**config.mk**
```make
export PLATFORM = sky130hd
export DESIGN_NAME = serial_cfg_target
export DESIGN_NICKNAME = d
export VERILOG_FILES = /design/src/rtl/sct_pkg.sv /design/src/rtl/sct_edge.sv /design/src/rtl/sct_crc.sv /design/src/rtl/sct_store.sv /design/src/rtl/serial_cfg_target.sv
export SDC_FILE = /design/constraint.sdc
export NUM_CORES = 1
export LEC_CHECK = 0
export CORE_MARGIN = 1.5
export CORE_UTILIZATION = 50
export CTS_BUF_LIST = sky130_fd_sc_hd__clkbuf_4
export CTS_CLUSTER_SIZE = 28
export DETAILED_ROUTE_END_ITERATION = 12
export GPL_ROUTABILITY_DRIVEN = 1
export HOLD_SLACK_MARGIN = 0.02
export PLACE_DENSITY = 0.75
export SYNTH_ARGS = -nofsm -noshare
export SYNTH_HDL_FRONTEND = slang
export SYNTH_SLANG_ARGS = --single-unit
```
**constraint.sdc**
```tcl
create_clock -name clk -period 2.5 [get_ports clk]
set_clock_uncertainty 0.1 [all_clocks]
set_input_delay 0.625 -clock clk [delete_from_list [all_inputs] [get_ports clk]]
set_output_delay 0.625 -clock clk [all_outputs]
set_load 0.02 [all_outputs]
```
**src/rtl/sct_pkg.sv**
```systemverilog
package sct_pkg;
    // ST_CLEAR must encode as zero: the controller resets its state struct to all zeros
    typedef enum logic [2:0] {
        ST_CLEAR = 3'd0,
        ST_WAIT  = 3'd1,
        ST_LOAD  = 3'd2,
        ST_IDLE  = 3'd3,
        ST_GOOD  = 3'd4,
        ST_BAD   = 3'd5
    } sct_state_e;
endpackage

```
**src/rtl/sct_edge.sv**
```systemverilog
module sct_edge (
    input  logic clk,
    input  logic rst_n,
    input  logic lvl,
    output logic rise,
    output logic fall
);
    logic lvl_d, lvl_q;

    always_comb begin
        lvl_d = lvl;
        rise  = lvl & ~lvl_q;
        fall  = ~lvl & lvl_q;
    end

    always_ff @(posedge clk or negedge rst_n) begin
        if (!rst_n) lvl_q <= 1'b0;
        else        lvl_q <= lvl_d;
    end
endmodule

```
**src/rtl/sct_crc.sv**
```systemverilog
module sct_crc #(
    parameter int           W    = 16,
    parameter logic [W-1:0] POLY = 16'h1021,
    parameter logic [W-1:0] INIT = 16'hFFFF
) (
    input  logic         clk,
    input  logic         rst_n,
    input  logic         clr,
    input  logic         en,
    input  logic         bit_in,
    output logic [W-1:0] crc_nxt
);
    logic [W-1:0] crc_d, crc_q;
    logic         fb;

    always_comb begin
        fb      = crc_q[W-1] ^ bit_in;
        crc_nxt = {crc_q[W-2:0], 1'b0} ^ (POLY & {W{fb}});
        crc_d   = crc_q;
        if (clr)     crc_d = INIT;
        else if (en) crc_d = crc_nxt;
    end

    always_ff @(posedge clk or negedge rst_n) begin
        if (!rst_n) crc_q <= INIT;
        else        crc_q <= crc_d;
    end
endmodule

```
**src/rtl/sct_store.sv**
```systemverilog
module sct_store #(
    parameter int W = 32
) (
    input  logic         clk,
    input  logic         rst_n,
    input  logic         clr,
    input  logic         en,
    input  logic         bit_in,
    output logic [W-1:0] image
);
    logic [W-1:0] img_d, img_q;

    always_comb begin
        img_d = img_q;
        if (clr)     img_d = '0;
        else if (en) img_d = {img_q[W-2:0], bit_in};
    end

    always_ff @(posedge clk or negedge rst_n) begin
        if (!rst_n) img_q <= '0;
        else        img_q <= img_d;
    end

    assign image = img_q;
endmodule

```
**src/rtl/serial_cfg_target.sv**
```systemverilog
module serial_cfg_target #(
    parameter int           PAYLOAD_BITS = 32,
    parameter int           CLEAR_CYCLES = 8,
    parameter logic [2:0]   MODE_CODE    = 3'b111,
    parameter logic [15:0]  CRC_POLY     = 16'h1021,
    parameter logic [15:0]  CRC_INIT     = 16'hFFFF
) (
    input  logic                    clk,
    input  logic                    rst_n,
    input  logic                    cfg_clk,
    input  logic                    cfg_din,
    input  logic [2:0]              mode_sel,
    input  logic                    prog_n,
    input  logic                    init_sense,
    output logic                    init_drive_low,
    output logic                    done_drive_low,
    output logic                    chain_dout,
    output logic [PAYLOAD_BITS-1:0] cfg_image
);
    import sct_pkg::*;

    localparam int CRC_W      = 16;
    localparam int FRAME_BITS = PAYLOAD_BITS + CRC_W;
    localparam int BIT_CNT_W  = $clog2(FRAME_BITS + 1);
    localparam int CLR_CNT_W  = $clog2(CLEAR_CYCLES + 1);

    typedef struct packed {
        sct_state_e           state;
        logic [CLR_CNT_W-1:0] clr_cnt;
        logic [BIT_CNT_W-1:0] bit_cnt;
        logic                 fwd_bit;
        logic                 dout;
    } ctl_t;

    ctl_t ctl_d, ctl_q;
    logic rise, fall;
    logic store_clr, store_en, crc_clr, crc_en;
    logic [CRC_W-1:0] crc_nxt;

    sct_edge u_edge (
        .clk  (clk),
        .rst_n(rst_n),
        .lvl  (cfg_clk),
        .rise (rise),
        .fall (fall)
    );

    sct_crc #(.W(CRC_W), .POLY(CRC_POLY), .INIT(CRC_INIT)) u_crc (
        .clk    (clk),
        .rst_n  (rst_n),
        .clr    (crc_clr),
        .en     (crc_en),
        .bit_in (cfg_din),
        .crc_nxt(crc_nxt)
    );

    sct_store #(.W(PAYLOAD_BITS)) u_store (
        .clk   (clk),
        .rst_n (rst_n),
        .clr   (store_clr),
        .en    (store_en),
        .bit_in(cfg_din),
        .image (cfg_image)
    );

    always_comb begin
        ctl_d     = ctl_q;
        store_clr = 1'b0;
        store_en  = 1'b0;
        crc_clr   = 1'b0;
        crc_en    = 1'b0;
        if (!prog_n) begin
            ctl_d.state   = ST_CLEAR;
            ctl_d.clr_cnt = '0;
            ctl_d.bit_cnt = '0;
            ctl_d.fwd_bit = 1'b0;
            ctl_d.dout    = 1'b0;
            store_clr     = 1'b1;
            crc_clr       = 1'b1;
        end else begin
            unique case (ctl_q.state)
                ST_CLEAR: begin
                    store_clr = 1'b1;
                    crc_clr   = 1'b1;
                    if (ctl_q.clr_cnt == CLR_CNT_W'(CLEAR_CYCLES - 1)) begin
                        ctl_d.clr_cnt = '0;
                        ctl_d.state   = ST_WAIT;
                    end else begin
                        ctl_d.clr_cnt = ctl_q.clr_cnt + CLR_CNT_W'(1);
                    end
                end
                ST_WAIT: begin
                    if (init_sense)
                        ctl_d.state = (mode_sel == MODE_CODE) ? ST_LOAD : ST_IDLE;
                end
                ST_LOAD: begin
                    if (rise) begin
                        crc_en        = 1'b1;
                        store_en      = ctl_q.bit_cnt < BIT_CNT_W'(PAYLOAD_BITS);
                        ctl_d.bit_cnt = ctl_q.bit_cnt + BIT_CNT_W'(1);
                        if (ctl_q.bit_cnt == BIT_CNT_W'(FRAME_BITS - 1))
                            ctl_d.state = (crc_nxt == '0) ? ST_GOOD : ST_BAD;
                    end
                end
                ST_GOOD, ST_BAD: begin
                    if (rise) ctl_d.fwd_bit = cfg_din;
                    if (fall) ctl_d.dout    = ctl_q.fwd_bit;
                end
                ST_IDLE: ;
                default: ctl_d.state = ST_CLEAR;
            endcase
        end
    end

    always_ff @(posedge clk or negedge rst_n) begin
        if (!rst_n) ctl_q <= '0;
        else        ctl_q <= ctl_d;
    end

    assign init_drive_low = (ctl_q.state == ST_CLEAR) || (ctl_q.state == ST_BAD);
    assign done_drive_low = (ctl_q.state != ST_GOOD);
    assign chain_dout     = ctl_q.dout;

    // program request forces the cleared, held-low condition
    a_r9_prog_restarts: assert property (@(posedge clk) disable iff (!rst_n)
        !prog_n |=> init_drive_low && done_drive_low && !chain_dout && (cfg_image == '0));

    // the initialization line is released only at the end of the clearing count
    a_r1_release_after_count: assert property (@(posedge clk) disable iff (!rst_n)
        $fell(init_drive_low) |-> $past(ctl_q.clr_cnt == CLR_CNT_W'(CLEAR_CYCLES - 1)) && $past(prog_n));

    // the store changes only while loading or clearing
    a_r2_store_quiet: assert property (@(posedge clk) disable iff (!rst_n)
        !$stable(cfg_image) |-> $past(ctl_q.state == ST_LOAD) || $past(!prog_n)
                                || $past(ctl_q.state == ST_CLEAR));

    // loading starts only with the serial mode code on a high init line
    a_r3_mode_gate: assert property (@(posedge clk) disable iff (!rst_n)
        $rose(ctl_q.state == ST_LOAD) |-> $past(mode_sel == MODE_CODE) && $past(init_sense));

    // completion is released only by the final frame bit
    a_r6_done_on_last_bit: assert property (@(posedge clk) disable iff (!rst_n)
        $fell(done_drive_low) |-> $past(ctl_q.state == ST_LOAD) && $past(rise)
                                  && $past(ctl_q.bit_cnt == BIT_CNT_W'(FRAME_BITS - 1)));

    // a CRC failure holds both lines low until a program request
    a_r7_bad_holds: assert property (@(posedge clk) disable iff (!rst_n)
        (ctl_q.state == ST_BAD) && prog_n |=> init_drive_low && done_drive_low);

    // the pass-through output moves only on a falling configuration clock edge
    a_r8_dout_on_fall: assert property (@(posedge clk) disable iff (!rst_n)
        !$stable(chain_dout) |-> $past(fall) || $past(!prog_n));
endmodule

```
==> flow_summary.toml, run 1 <==
[place]
post-place-ws_ns = 0.2164
portBuffers = 43
hpwl_um = 4031
gp_congestion = 0.8121

[setup_path]
end_kind = "output pin"
cp.required_ns = 1.77
worstSetupPathType = "register to output pin"
critPathArrivalTime_ns = 1.58
start_kind = "register"
cp_max_fo = 3

[yosys]
ys.flop_type = "dfrtp_1"
ys_ff_latch = 64
synth.area.top_cells = "dfrtp_1 (41%), dfstp_2 (14%), nand2_1 (13%)"
synth_top_area_share_pct = 40.76
synth_edf_count = 0
synthTopCellsByCount = "nand2_1 (103), dfrtp_1 (48), a21oi_1 (34)"
yosys_warnings = 0
yosysTopAreaCell = "dfrtp_1"
synth_most_common_cell = "nand2_1"
synth-seq-area-share_pct = 55.03
synth.cell_area_sq_um = 2947
syn_nets = 323
syn-mean-instance-area_sq_um = 9.444
synthArstFlopShare_pct = 100.0
synth_cell_types = 41
synth_cells = 312

[floorplan]
num_rows = 27
die_h_um = 79.77
dieArea_sq_um = 6362
num_io_pins = 44
start_util_pct = 52.54
die_x_um = 79.77
core_area_sq_um = 5608

[clock_tree]
clockBufferDepth = 2
cts_sinks = 64
clock_latency_ns = 0.40
hold_buffers = 0
numCtsBuffers = 9
path_clk_slew_ns = 0.10
htree_levels = 3
cts_tree = "yes"
clockRootBuffer = "clkbuf_4"

[sta]
hold_violations = 0
maxSlewViolCount = 0
tns_ns = 0
fin_crit_sh_pct = 92.01
timing.final.ws_setup_ns = 0.1998
grt_setup_unrepaired = "false"
timing.fmax_mhz = 434.7
worst_slew_pin_slew_ns = 0.6305
setup_violations = 0
maxSlewHeadroom_pct = 57.64
post-route-min-period_ns = 2.300

[cells_and_area]
final_nets = 370
synthToLayoutAreaGrowth_pct = 22.46
seqCellArea_sq_um = 1623
multi_input_area_sq_um = 1219
fillers = 490
drive_gt1_share_pct = 14.84
num_antenna_cells = 0

[power]
vdd_drop_max_uv = 407.2
p_per_area_nw_per_um2 = 653.5
leakagePower_nw = 1.490
total_power_w = 0.002358

[grt]
first_global_vias = 2135
grt_first_pass_wirelength_um = 10230
grt_max_degree = 49
grt_usage_pct = 20.89
grt_antenna_before_repair = 0
overflow = 0

[route]
drc = 0
routedWlPerCell_um = 13.64
wirelength_um = 5947
first_iter_violations = 195
vias_per_cell = 5.294
ant_nets = 0
dr.pass1.iters = 4
vias = 2308

[status]
outcome = "finished, final reports clean"

[job]
cap_violations = 0

[min_path]
hold_class = "input pin to async pin"
-- critical path: stages, from the launching register on --
cell	delay, ns
dfrtp_1	0.39
nand2b_1	0.19
or2_2	0.28
dlygate4sd2_1	0.32
-- what timing repair did --
item / 4_1_cts / 5_1_grt
gates resized for setup: 3 / 2
setup endpoints to repair: 2 / 1
buffers inserted: 1 / 0
pin swaps: 0 / 0
-- path summary, 6_finish.rpt --
path / from / cells past startpoint / slack [ns] / end
max: ctl_q[13]$_DFFE_PN0P_ / 3 / 0.20 / done_drive_low
min: rst_n / 1 / 0.05 / ctl_q[13]$_DFFE_PN0P_
max reg2reg: ctl_q[14]$_DFFE_PN0P_ / 6 / 0.56 / ctl_q[14]$_DFFE_PN0P_
min reg2reg: u_crc.crc_q[0]$_DFFE_PN1P_ / 2 / 0.39 / u_crc.crc_q[1]$_DFFE_PN1P_
max in group asynchronous: rst_n / 2 / 1.59 / u_crc.crc_q[0]$_DFFE_PN1P_
min in group clk: u_crc.crc_q[0]$_DFFE_PN1P_ / 2 / 0.39 / u_crc.crc_q[1]$_DFFE_PN1P_
-- sequential cells by signal, summed over array words and instances, names as in the netlist --
register	flops
u_crc.crc_q	16
u_edge.lvl_q	1
chain_dout	1
u_store.image	32
ctl_q	14
-- final cells by class --
cell class | instances | area share, %
Clock buffer | 10 | 2.080
Clock inverter | 6 | 1.664
Inverter | 2 | 0.2080
Multi-Input combinational cell | 227 | 33.77
Sequential cell | 64 | 44.97
Tap cell | 72 | 2.497
Timing Repair Buffer | 55 | 14.81
-- per-stage QoR --
step / cells / hold slack, ns / instance area (sq um) / util [%]
finish: 436 / 0.04888 / 3608 / 64.35
global route: 436 / 0.05841 / 3608 / 64.35
CTS: 436 / 0.04043 / 3612 / 64.41
detailed placement: 419 / 0.3856 / 3471 / 61.89
global placement: 419 / 0.3801 / 3471 / 61.89
floorplan: 312 / 0.2294 / 2947 / -
-- cell families (layout without fill, tap and decap cells) --
logic type               Yosys count  in the layout  share of synthesized area [%]
XOR/XNOR                          11             11                          3.270
adder cells (fa/ha/maj)            2              2                         0.8491
flip-flops                        64             64                          55.03
AO/OA/AOI/OAI                     48             48                          9.979
buffers and inverters             21             73                          3.737
AND/OR/NAND/NOR                  162            162                          25.61
multiplexers                       4              4                          1.529
-- metal layers --
layer / track usage, % / share of wire (%) / wire (um)
met2: 30.93 / 46 / 2732
met1: 30.17 / 49 / 2917
met3: 3.771 / 3.3 / 197
met4: 8.966 / 1.7 / 101
met5: 0 / 0 / 0
-- layout by cell type (no fill, tap or decap), types with 3 or more instances in the layout --
| cell type | n |
|---|---|
| xor2_1 | 4 |
| nor2b_1 | 4 |
| xnor2_1 | 7 |
| dfrtp_1 | 47 |
| nand3_1 | 22 |
| a21oi_1 | 34 |
| dfstp_2 | 16 |
| nor4bb_1 | 3 |
| nor3_1 | 4 |
| buf_4 | 10 |
| nand2_1 | 103 |
| and2_1 | 7 |
| o211ai_1 | 3 |
| nor4_1 | 3 |
| clkbuf_4 | 10 |
| mux2i_1 | 3 |
| clkdlybuf4s50_1 | 40 |
-- where the power goes --
group	internal [W]	switching, W	total [W]
logic	0.000199	0.000368	0.000567
clock network	0.000311	0.000368	0.000679
registers	0.00108	0.0000281	0.00111
total	0.00159	0.000764	0.00236
Note: power is estimated with default switching activity, not from simulation.
==> run 2: changes to the inputs <==
--- a/config.mk
+++ b/config.mk
@@ -10,7 +10,6 @@
 export CTS_BUF_LIST = sky130_fd_sc_hd__clkbuf_4
 export CTS_CLUSTER_SIZE = 28
 export DETAILED_ROUTE_END_ITERATION = 12
-export GPL_ROUTABILITY_DRIVEN = 1
 export HOLD_SLACK_MARGIN = 0.02
 export PLACE_DENSITY = 0.75
 export SYNTH_ARGS = -nofsm -noshare
==> results of run 2 <==
No change in the layout: final DEF, timing and power equal those of run 1.
